### config.mk
export PLATFORM = sky130hd
export DESIGN_NAME = amwk_rx
export DESIGN_NICKNAME = d
export VERILOG_FILES = /design/src/rtl/amwk_pkg.sv /design/src/rtl/amwk_sync.sv /design/src/rtl/amwk_frame.sv /design/src/rtl/amwk_sleep.sv /design/src/rtl/amwk_hold.sv /design/src/rtl/amwk_rx.sv
export SDC_FILE = /design/constraint.sdc
export NUM_CORES = 1
export LEC_CHECK = 0
export ABC_AREA = 1
export BUFFER_PORTS_ARGS = -buffer_cell sky130_fd_sc_hd__buf_2
export CORE_ASPECT_RATIO = 1.4
export CORE_UTILIZATION = 40
export CTS_CLUSTER_SIZE = 28
export DETAILED_ROUTE_END_ITERATION = 7
export PLACE_DENSITY = 0.65
export SLEW_MARGIN = 20
export SYNTH_ARGS = -nofsm -noshare
export SYNTH_HDL_FRONTEND = slang
export SYNTH_SLANG_ARGS = --single-unit
export TNS_END_PERCENT = 1
### constraint.sdc
create_clock -name clk -period 3.2 [get_ports clk]
set_input_delay 0.16 -clock clk [delete_from_list [all_inputs] [get_ports clk]]
set_output_delay 0.16 -clock clk [all_outputs]
set_load 0.01 [all_outputs]
### src/rtl/amwk_pkg.sv
package amwk_pkg;
  typedef enum logic [1:0] {
    ST_IDLE  = 2'd0,
    ST_START = 2'd1,
    ST_DATA  = 2'd2,
    ST_STOP  = 2'd3
  } rx_state_e;
endpackage

### src/rtl/amwk_sync.sv
module amwk_sync #(
  parameter int STAGES = 2
) (
  input  logic clk,
  input  logic rst_n,
  input  logic d_in,
  output logic d_out
);
  logic [STAGES-1:0] chain;

  always_ff @(posedge clk or negedge rst_n) begin
    if (!rst_n) chain <= '1;
    else        chain <= {chain[STAGES-2:0], d_in};
  end

  assign d_out = chain[STAGES-1];
endmodule

### src/rtl/amwk_frame.sv
module amwk_frame
  import amwk_pkg::*;
#(
  parameter int DATA_W = 8,
  parameter int OVS    = 16
) (
  input  logic              clk,
  input  logic              rst_n,
  input  logic              tick,
  input  logic              line,
  input  logic              two_stop,
  output logic              msb_stb,
  output logic              msb_val,
  output logic              done,
  output logic [DATA_W-1:0] data,
  output logic              ferr
);
  localparam int CW = $clog2(OVS);
  localparam int IW = $clog2(DATA_W);
  localparam logic [CW-1:0] MID  = CW'(OVS/2 - 1);
  localparam logic [CW-1:0] LAST = CW'(OVS - 1);
  localparam logic [IW-1:0] TOP  = IW'(DATA_W - 1);

  rx_state_e         st;
  logic [CW-1:0]     cnt;
  logic [IW-1:0]     idx;
  logic [DATA_W-1:0] shreg;
  logic              more_stop;
  logic              ferr_q;
  logic              at_bit;

  assign at_bit = tick && (cnt == LAST);

  always_ff @(posedge clk or negedge rst_n) begin
    if (!rst_n) begin
      st        <= ST_IDLE;
      cnt       <= '0;
      idx       <= '0;
      shreg     <= '0;
      more_stop <= 1'b0;
      ferr_q    <= 1'b0;
    end else if (tick) begin
      unique case (st)
        ST_IDLE: begin
          if (!line) begin
            st  <= ST_START;
            cnt <= '0;
          end
        end
        ST_START: begin
          if (cnt == MID) begin
            cnt    <= '0;
            idx    <= '0;
            ferr_q <= 1'b0;
            st     <= line ? ST_IDLE : ST_DATA;
          end else begin
            cnt <= cnt + 1'b1;
          end
        end
        ST_DATA: begin
          if (cnt == LAST) begin
            cnt   <= '0;
            shreg <= {line, shreg[DATA_W-1:1]};
            if (idx == TOP) begin
              st        <= ST_STOP;
              more_stop <= two_stop;
            end else begin
              idx <= idx + 1'b1;
            end
          end else begin
            cnt <= cnt + 1'b1;
          end
        end
        ST_STOP: begin
          if (cnt == LAST) begin
            cnt    <= '0;
            ferr_q <= ferr_q | ~line;
            if (more_stop) more_stop <= 1'b0;
            else           st        <= ST_IDLE;
          end else begin
            cnt <= cnt + 1'b1;
          end
        end
        default: st <= ST_IDLE;
      endcase
    end
  end

  assign msb_stb = at_bit && (st == ST_DATA) && (idx == TOP);
  assign msb_val = line;
  assign done    = at_bit && (st == ST_STOP) && !more_stop;
  assign data    = shreg;
  assign ferr    = ferr_q | ~line;
endmodule

### src/rtl/amwk_sleep.sv
module amwk_sleep (
  input  logic clk,
  input  logic rst_n,
  input  logic sleep_wr,
  input  logic msb_stb,
  input  logic msb_val,
  input  logic done,
  output logic addr_wake,
  output logic deliver,
  output logic sleeping
);
  logic sleep_q;

  assign addr_wake = msb_stb && msb_val && sleep_q;

  always_ff @(posedge clk or negedge rst_n) begin
    if (!rst_n)         sleep_q <= 1'b0;
    else if (addr_wake) sleep_q <= 1'b0;
    else if (sleep_wr)  sleep_q <= 1'b1;
  end

  assign deliver  = done && !sleep_q;
  assign sleeping = sleep_q;
endmodule

### src/rtl/amwk_hold.sv
module amwk_hold #(
  parameter int DATA_W = 8
) (
  input  logic              clk,
  input  logic              rst_n,
  input  logic              load,
  input  logic [DATA_W-1:0] in_data,
  input  logic              in_ferr,
  input  logic              ready,
  output logic              valid,
  output logic [DATA_W-1:0] out_data,
  output logic              out_ferr
);
  logic take;
  assign take = load && (!valid || ready);

  always_ff @(posedge clk or negedge rst_n) begin
    if (!rst_n) begin
      valid    <= 1'b0;
      out_data <= '0;
      out_ferr <= 1'b0;
    end else if (take) begin
      valid    <= 1'b1;
      out_data <= in_data;
      out_ferr <= in_ferr;
    end else if (ready) begin
      valid <= 1'b0;
    end
  end
endmodule

### src/rtl/amwk_rx.sv
module amwk_rx #(
  parameter int DATA_W      = 8,
  parameter int OVS         = 16,
  parameter int SYNC_STAGES = 2
) (
  input  logic              clk,
  input  logic              rst_n,
  input  logic              os_tick,
  input  logic              rxd,
  input  logic              sleep_wr,
  input  logic              two_stop,
  output logic              rx_valid,
  input  logic              rx_ready,
  output logic [DATA_W-1:0] rx_data,
  output logic              rx_ferr,
  output logic              sleeping
);
  logic              line_s;
  logic              msb_stb, msb_val, done, ferr, addr_wake, deliver;
  logic [DATA_W-1:0] data;

  amwk_sync #(.STAGES(SYNC_STAGES)) u_sync (
    .clk(clk), .rst_n(rst_n), .d_in(rxd), .d_out(line_s)
  );

  amwk_frame #(.DATA_W(DATA_W), .OVS(OVS)) u_frame (
    .clk(clk), .rst_n(rst_n), .tick(os_tick), .line(line_s),
    .two_stop(two_stop), .msb_stb(msb_stb), .msb_val(msb_val),
    .done(done), .data(data), .ferr(ferr)
  );

  amwk_sleep u_sleep (
    .clk(clk), .rst_n(rst_n), .sleep_wr(sleep_wr), .msb_stb(msb_stb),
    .msb_val(msb_val), .done(done), .addr_wake(addr_wake),
    .deliver(deliver), .sleeping(sleeping)
  );

  amwk_hold #(.DATA_W(DATA_W)) u_hold (
    .clk(clk), .rst_n(rst_n), .load(deliver), .in_data(data),
    .in_ferr(ferr), .ready(rx_ready), .valid(rx_valid),
    .out_data(rx_data), .out_ferr(rx_ferr)
  );
endmodule

=== Word-level counts from Yosys, hierarchy flattened ===
Index checks and enable logic that the tools add are counted.

* Bits in registers: 32
* Word-level logic and storage cells: 81
* Bits of input ports: 7
* Output and inout port bits: 11

* Add/sub/neg operators: 2
* Mux-type cells: 27
* Bitwise logic cells: 2
* Equal/unequal tests: 13
* Reductions and logical operators: 26

{| class="wikitable"
|+ Operators with widths
! kind !! count
|-
| 2-bit two-way mux || 7
|-
| 4-bit two-way mux || 3
|-
| 4-bit case mux with 3 select lines || 1
|-
| 5-bit AND reduction || 2
|-
| 2-bit nonzero test || 5
|-
| 1-bit logical AND || 9
|-
| 1-bit two-way mux || 9
|-
| 3-bit two-way mux || 3
|-
| 2-bit by 1-bit inequality test with 1-bit output (second input constant) || 4
|-
| 2-bit case mux with 4 select lines || 1
|-
| 7-bit AND reduction || 1
|-
| 2-bit inequality test (second input constant) || 3
|-
| 3-bit case mux with 2 select lines || 1
|-
| 4-bit by 1-bit adder with 4-bit output (second input constant) || 1
|-
| 2-bit == test (second input constant) || 2
|-
| 4-bit by 3-bit == test with 1-bit output (second input constant) || 1
|-
| 4-bit == test (second input constant) || 1
|-
| 1-bit case mux with 2 select lines || 2
|-
| 4-bit AND reduction || 1
|-
| 3-bit by 1-bit adder with 3-bit output (second input constant) || 1
|-
| 3-bit == test (second input constant) || 1
|-
| 1-bit zero test || 3
|-
| 3-bit AND reduction || 1
|-
| 2-bit by 1-bit == test with 1-bit output (second input constant) || 1
|-
| 6 further kinds || 6
|}

=== Logic depth before layout (Yosys ltp) ===
* Depth after elaboration: 7
* Mapped depth: 9
* Depth with buffers taken out: 9

=== By module ===
From an unflattened synthesis, not the netlist that was laid out.

* Cell total of the unflattened synthesis: 170
* Area, all modules: 1,565.3 µm²

{| class="wikitable"
|+ By module, submodules not included
! module !! instances !! seq. area each (µm²) !! cells each !! area each (µm²)
|-
| amwk_frame || 1 || 475.5 || 115 || 983.4
|-
| amwk_hold || 1 || 250.2 || 43 || 469.2
|-
| amwk_sleep || 1 || 25.0 || 10 || 60.1
|-
| amwk_sync || 1 || 52.6 || 2 || 52.6
|}

=== Least setup slack after synthesis ===
Ideal clock, no wire load.

* Path type: reg2reg
* Start: reg u_frame.cnt[0]
* End: reg u_hold.out_data[7]
* Cell stages (with the launch flop): 10
* Required time: 3.083 ns
* Library setup time: 0.117 ns
* Slack: 1.766 ns
* Arrival time: 1.317 ns
* Path buffers: 1
* Period minus slack after synthesis: 1.434 ns
* Path through: dfrtp_1 ha_1 nand2_1 nor2_1 nand2_1 inv_2 nand3_4 buf_6 nand2_2 o21ai_2

* Cells in the longest elaborated chain, start to end: 6

{| class="wikitable"
|+ Ends and longest elaborated chain
! item !! line !! RTL
|-
| start, declared || amwk_frame.sv:25 || <nowiki>logic [CW-1:0] cnt;</nowiki>
|-
| start signal, assigned || amwk_frame.sv:57 || <nowiki>cnt <= cnt + 1'b1;</nowiki>
|-
| start signal, assigned || amwk_frame.sv:71 || <nowiki>cnt <= cnt + 1'b1;</nowiki>
|-
| start signal, assigned || amwk_frame.sv:81 || <nowiki>cnt <= cnt + 1'b1;</nowiki>
|-
| 4-bit == test || amwk_frame.sv:32 || <nowiki>assign at_bit = tick && (cnt == LAST);</nowiki>
|-
| 1-bit logical AND || amwk_frame.sv:32 ||
|-
| 1-bit logical AND (2 in series) || amwk_frame.sv:91 || <nowiki>assign done = at_bit && (st == ST_STOP) && !more_stop;</nowiki>
|-
| 1-bit logical AND || amwk_sleep.sv:22 || <nowiki>assign deliver = done && !sleep_q;</nowiki>
|-
| 1-bit logical AND || amwk_hold.sv:15 || <nowiki>assign take = load && (!valid || ready);</nowiki>
|-
| end signal, assigned || amwk_hold.sv:24 || <nowiki>out_data <= in_data;</nowiki>
|-
| end, declared || amwk_hold.sv:11 || <nowiki>output logic [DATA_W-1:0] out_data,</nowiki>
|}

Every way passes these cells.
A chain may end at the register's enable or synchronous reset.

=== Worst setup path after layout ===
* Start: reg u_frame.cnt[0]
* End: reg u_hold.out_data[6]

The elaborated chain is that of the path after synthesis.

==> reports/summary.txt <==
Crit path max-delay family = simple AND/OR/NAND/NOR gates
Total negative slack = 0 ns
Average cell area after synthesis = 8.97 µm²
Hold crit path type = input port to flop
Portion of the clock cycle consumed by the worst path in the final layout = 50.6%
Vias post-DR = 1119
Placed instance count = 224
Area of the mapped netlist = 0.00152 mm²
Number of failing setup endpoints in the final timing report = 0
Max-cap viol count = 0
Fraction of final layout cells with drive strength greater than 1 = 23.4%
Net count after synthesis = 179
Boundary Pins = 18
Clk sink count = 32
Fraction of the yosys area taken by sequential cells = 53.0%
Element type at the critical path end = flop
Non-Filler Instances = 234
Total Die Area = 0.00404 mm²
Fin worst setup slack = 1.58 ns
Post-detailed-placement half-perimeter wirelength = 1960 µm
Flip-flop and latch area = 803 µm²
Total of warnings raised by yosys = 0
Worst-case hold slack = 0.160 ns
Average routed wire per standard cell = 11.5 µm
Floorplan die width = 54.0 µm
Clock tree from TritonCTS = yes
Clk buf depth = 2
Maximum clock skew at final layout = 0.00666 ns
Pre-CTS worst setup slack = 1.57 ns
Final Hold Vio Count = 0
# port buffers = 17
Number of global-route vias before repair = 1106
Critical path launch point type = flop
Placeable core area = 0.00364 mm²
Post-route DRC violation count = 0
Antenna Nets Post-Route = 0
Clock period minus final worst setup slack = 1.62 ns
Most used cells in the layout excluding fill and tap cells = 50 x nand2_1, 30 x dfrtp_1, 21 x inv_1
Vias/cell = 4.78
Placement Rows = 26
Critical path, cell by cell = ha_1, nand2_1, nor2_1, nand2_1, inv_2, nand3_4, nand2_1, o21ai_2
Chip Height = 74.8 µm
Number of distinct library cells after synthesis = 28
GRT Resource Usage Total = 16.3%
Clock Pin Slew Worst Setup and Hold Paths = 0.07 ns
Setup CP Type = flop to flop
Multi-input gate area = 598 µm²
Most prevalent standard cell on the critical path = nand2_1
P&R area growth vs syn = 14.9%
Sum of buffers and inverters on the critical path = 1
Cts bufs inserted = 5
Total power density per cell area = 596 mW/mm²
Global-route wire length before repair = 4760 µm
Number of search-and-repair iterations in the first detailed-routing pass = 4
Master cell of the clock root buffer = clkbuf_8
Maximum fanout along the worst path = 18
Run status = finished clean
Number of antenna violations at the first check in global routing = 0
Filler Cell Count = 370
Synthesized netlist cell count = 169
Net count reported at finish = 201
Global-route congestion overflow total = 0
Peak supply drop = 0.000375 V
Maximum level of the CTS H-tree = 2
Total Wirelength = 2680 µm
FF+latch count, synth = 32
Stage delay of the slowest cell on the critical path = 0.38 ns
GPL Wtd Cong = 0.764
Largest net degree at the start of global routing = 33
Tightest Pin Transition = 0.691 ns
Most common cell after layout, fill and taps aside = nand2_1
Clock latency on the worst-skew pair = 0.28 ns
Initial cell density of the core = 41.6%
Setup repair after global routing missed its margin = false
Number of slew-limit violations in the final report = 0
Maximum clock frequency = 0.617 GHz
Critical-path top delay cell = dfrtp_1
Leakage power figure = 0.912 nW
Iteration-0 DRC Markers = 28
Data arrival, critical path = 1.78 ns
Worst Path Required = 3.36 ns
Relative slew slack = 53.9%
Ant diodes = 0
## repair_timing
item	CTS	global route
hold buffers	2	0
setup endpoints to repair	0	0
resized for setup	0	0
buffers inserted	0	0
hold endpoints to repair	31	0
## where the power goes
group	switching [mW]	internal [mW]	total [mW]
Sequential	0.0568	0.441	0.497
Combinational	0.135	0.0718	0.207
Clock	0.139	0.196	0.335
## metrics by stage
stage / utilization (%) / instance area [µm²] / total power, mW
global route: 47.8 / 1740 / 1.11
CTS: 47.8 / 1740 / 1.05
detailed placement: 44.5 / 1620 / 0.710
global placement: 44.5 / 1620 / 0.708
floorplan: - / 1520 / 0.665
finish: 47.8 / 1740 / 1.04
## cell usage after synthesis (all sizes together)
cell type	count	area, µm²
a21oi	1	5.00
nand2	53	211
inv	22	82.6
buf	4	31.3
xor2	1	8.76
nor2	13	66.3
dfrtp	30	751
a22o	1	8.76
nand3b	1	7.51
or2	1	6.26
o22ai	1	6.26
nand3	12	72.6
o21ai	20	134
dfstp	2	52.6
ha	3	37.5
nand4	2	12.5
nor3	2	21.3
## registers in the layout, summed over array words and instances, names as in the netlist, named ones only
name	cells
u_frame.idx	3
u_hold.out_data	8
u_frame.data	8
u_frame.cnt	4
u_hold.valid	1
u_hold.out_ferr	1
u_sync.chain	2
u_sleep.sleeping	1
u_frame.st	1
u_frame.ferr_q	1
u_frame.more_stop	1
## worst reg2reg max path, cell delays in order, from the launching register on
cell and delay, ns:
dfrtp_1 0.38, ha_1 0.24, nand2_1 0.09, nor2_1 0.12, nand2_1 0.13, inv_2 0.11, nand3_4 0.22, nand2_1 0.16
o21ai_2 0.06
## final cells by class
| class | count | area share (%) |
|---|---|---|
| clock buffer | 8 | 5.75 |
| timing repair buffer | 19 | 6.03 |
| inverter | 22 | 4.74 |
| tap | 42 | 3.02 |
| sequential | 32 | 46.1 |
| multi-input combinational | 111 | 34.3 |
## metal layers
| metal | track usage (%) | part of all wire (%) | vias up |
|---|---|---|---|
| li1 | - | - | 577 |
| met3 | 5.25 | 3.9 | 6 |
| met5 | 0 | 0 | - |
| met4 | 5.98 | 1.3 | 0 |
| met1 | 20.8 | 45 | 517 |
| met2 | 25.7 | 50 | 19 |
## worst paths after layout
kind                                                  from  slack, ns  cells after the start                        endpoint
worst max-delay path            u_frame.cnt[0]$_DFFE_PN0P_       1.58                      8  u_hold.out_data[6]$_DFFE_PN0P_
worst min-delay path                              two_stop       0.16                      3   u_frame.more_stop$_DFFE_PN0P_
worst max register to register  u_frame.cnt[0]$_DFFE_PN0P_       1.58                      8  u_hold.out_data[6]$_DFFE_PN0P_
worst min register to register   u_sync.chain[0]$_DFF_PN1_       0.35                      0       u_sync.chain[1]$_DFF_PN1_
max in group asynchronous                            rst_n       2.29                      2     u_frame.data[0]$_DFFE_PN0P_
min in group asynchronous                            rst_n       0.46                      2      u_frame.idx[1]$_DFFE_PN0P_
## cell families after synthesis
logic type	Yosys count	share of synthesized area [%]
flip-flops	32	53.0
adder cells (fa/ha/maj)	3	2.48
XOR/XNOR	1	0.578
buffers and inverters	26	7.51
AO/OA/AOI/OAI	23	10.2
AND/OR/NAND/NOR	84	26.3
Note: power is estimated with default switching activity, not from simulation.
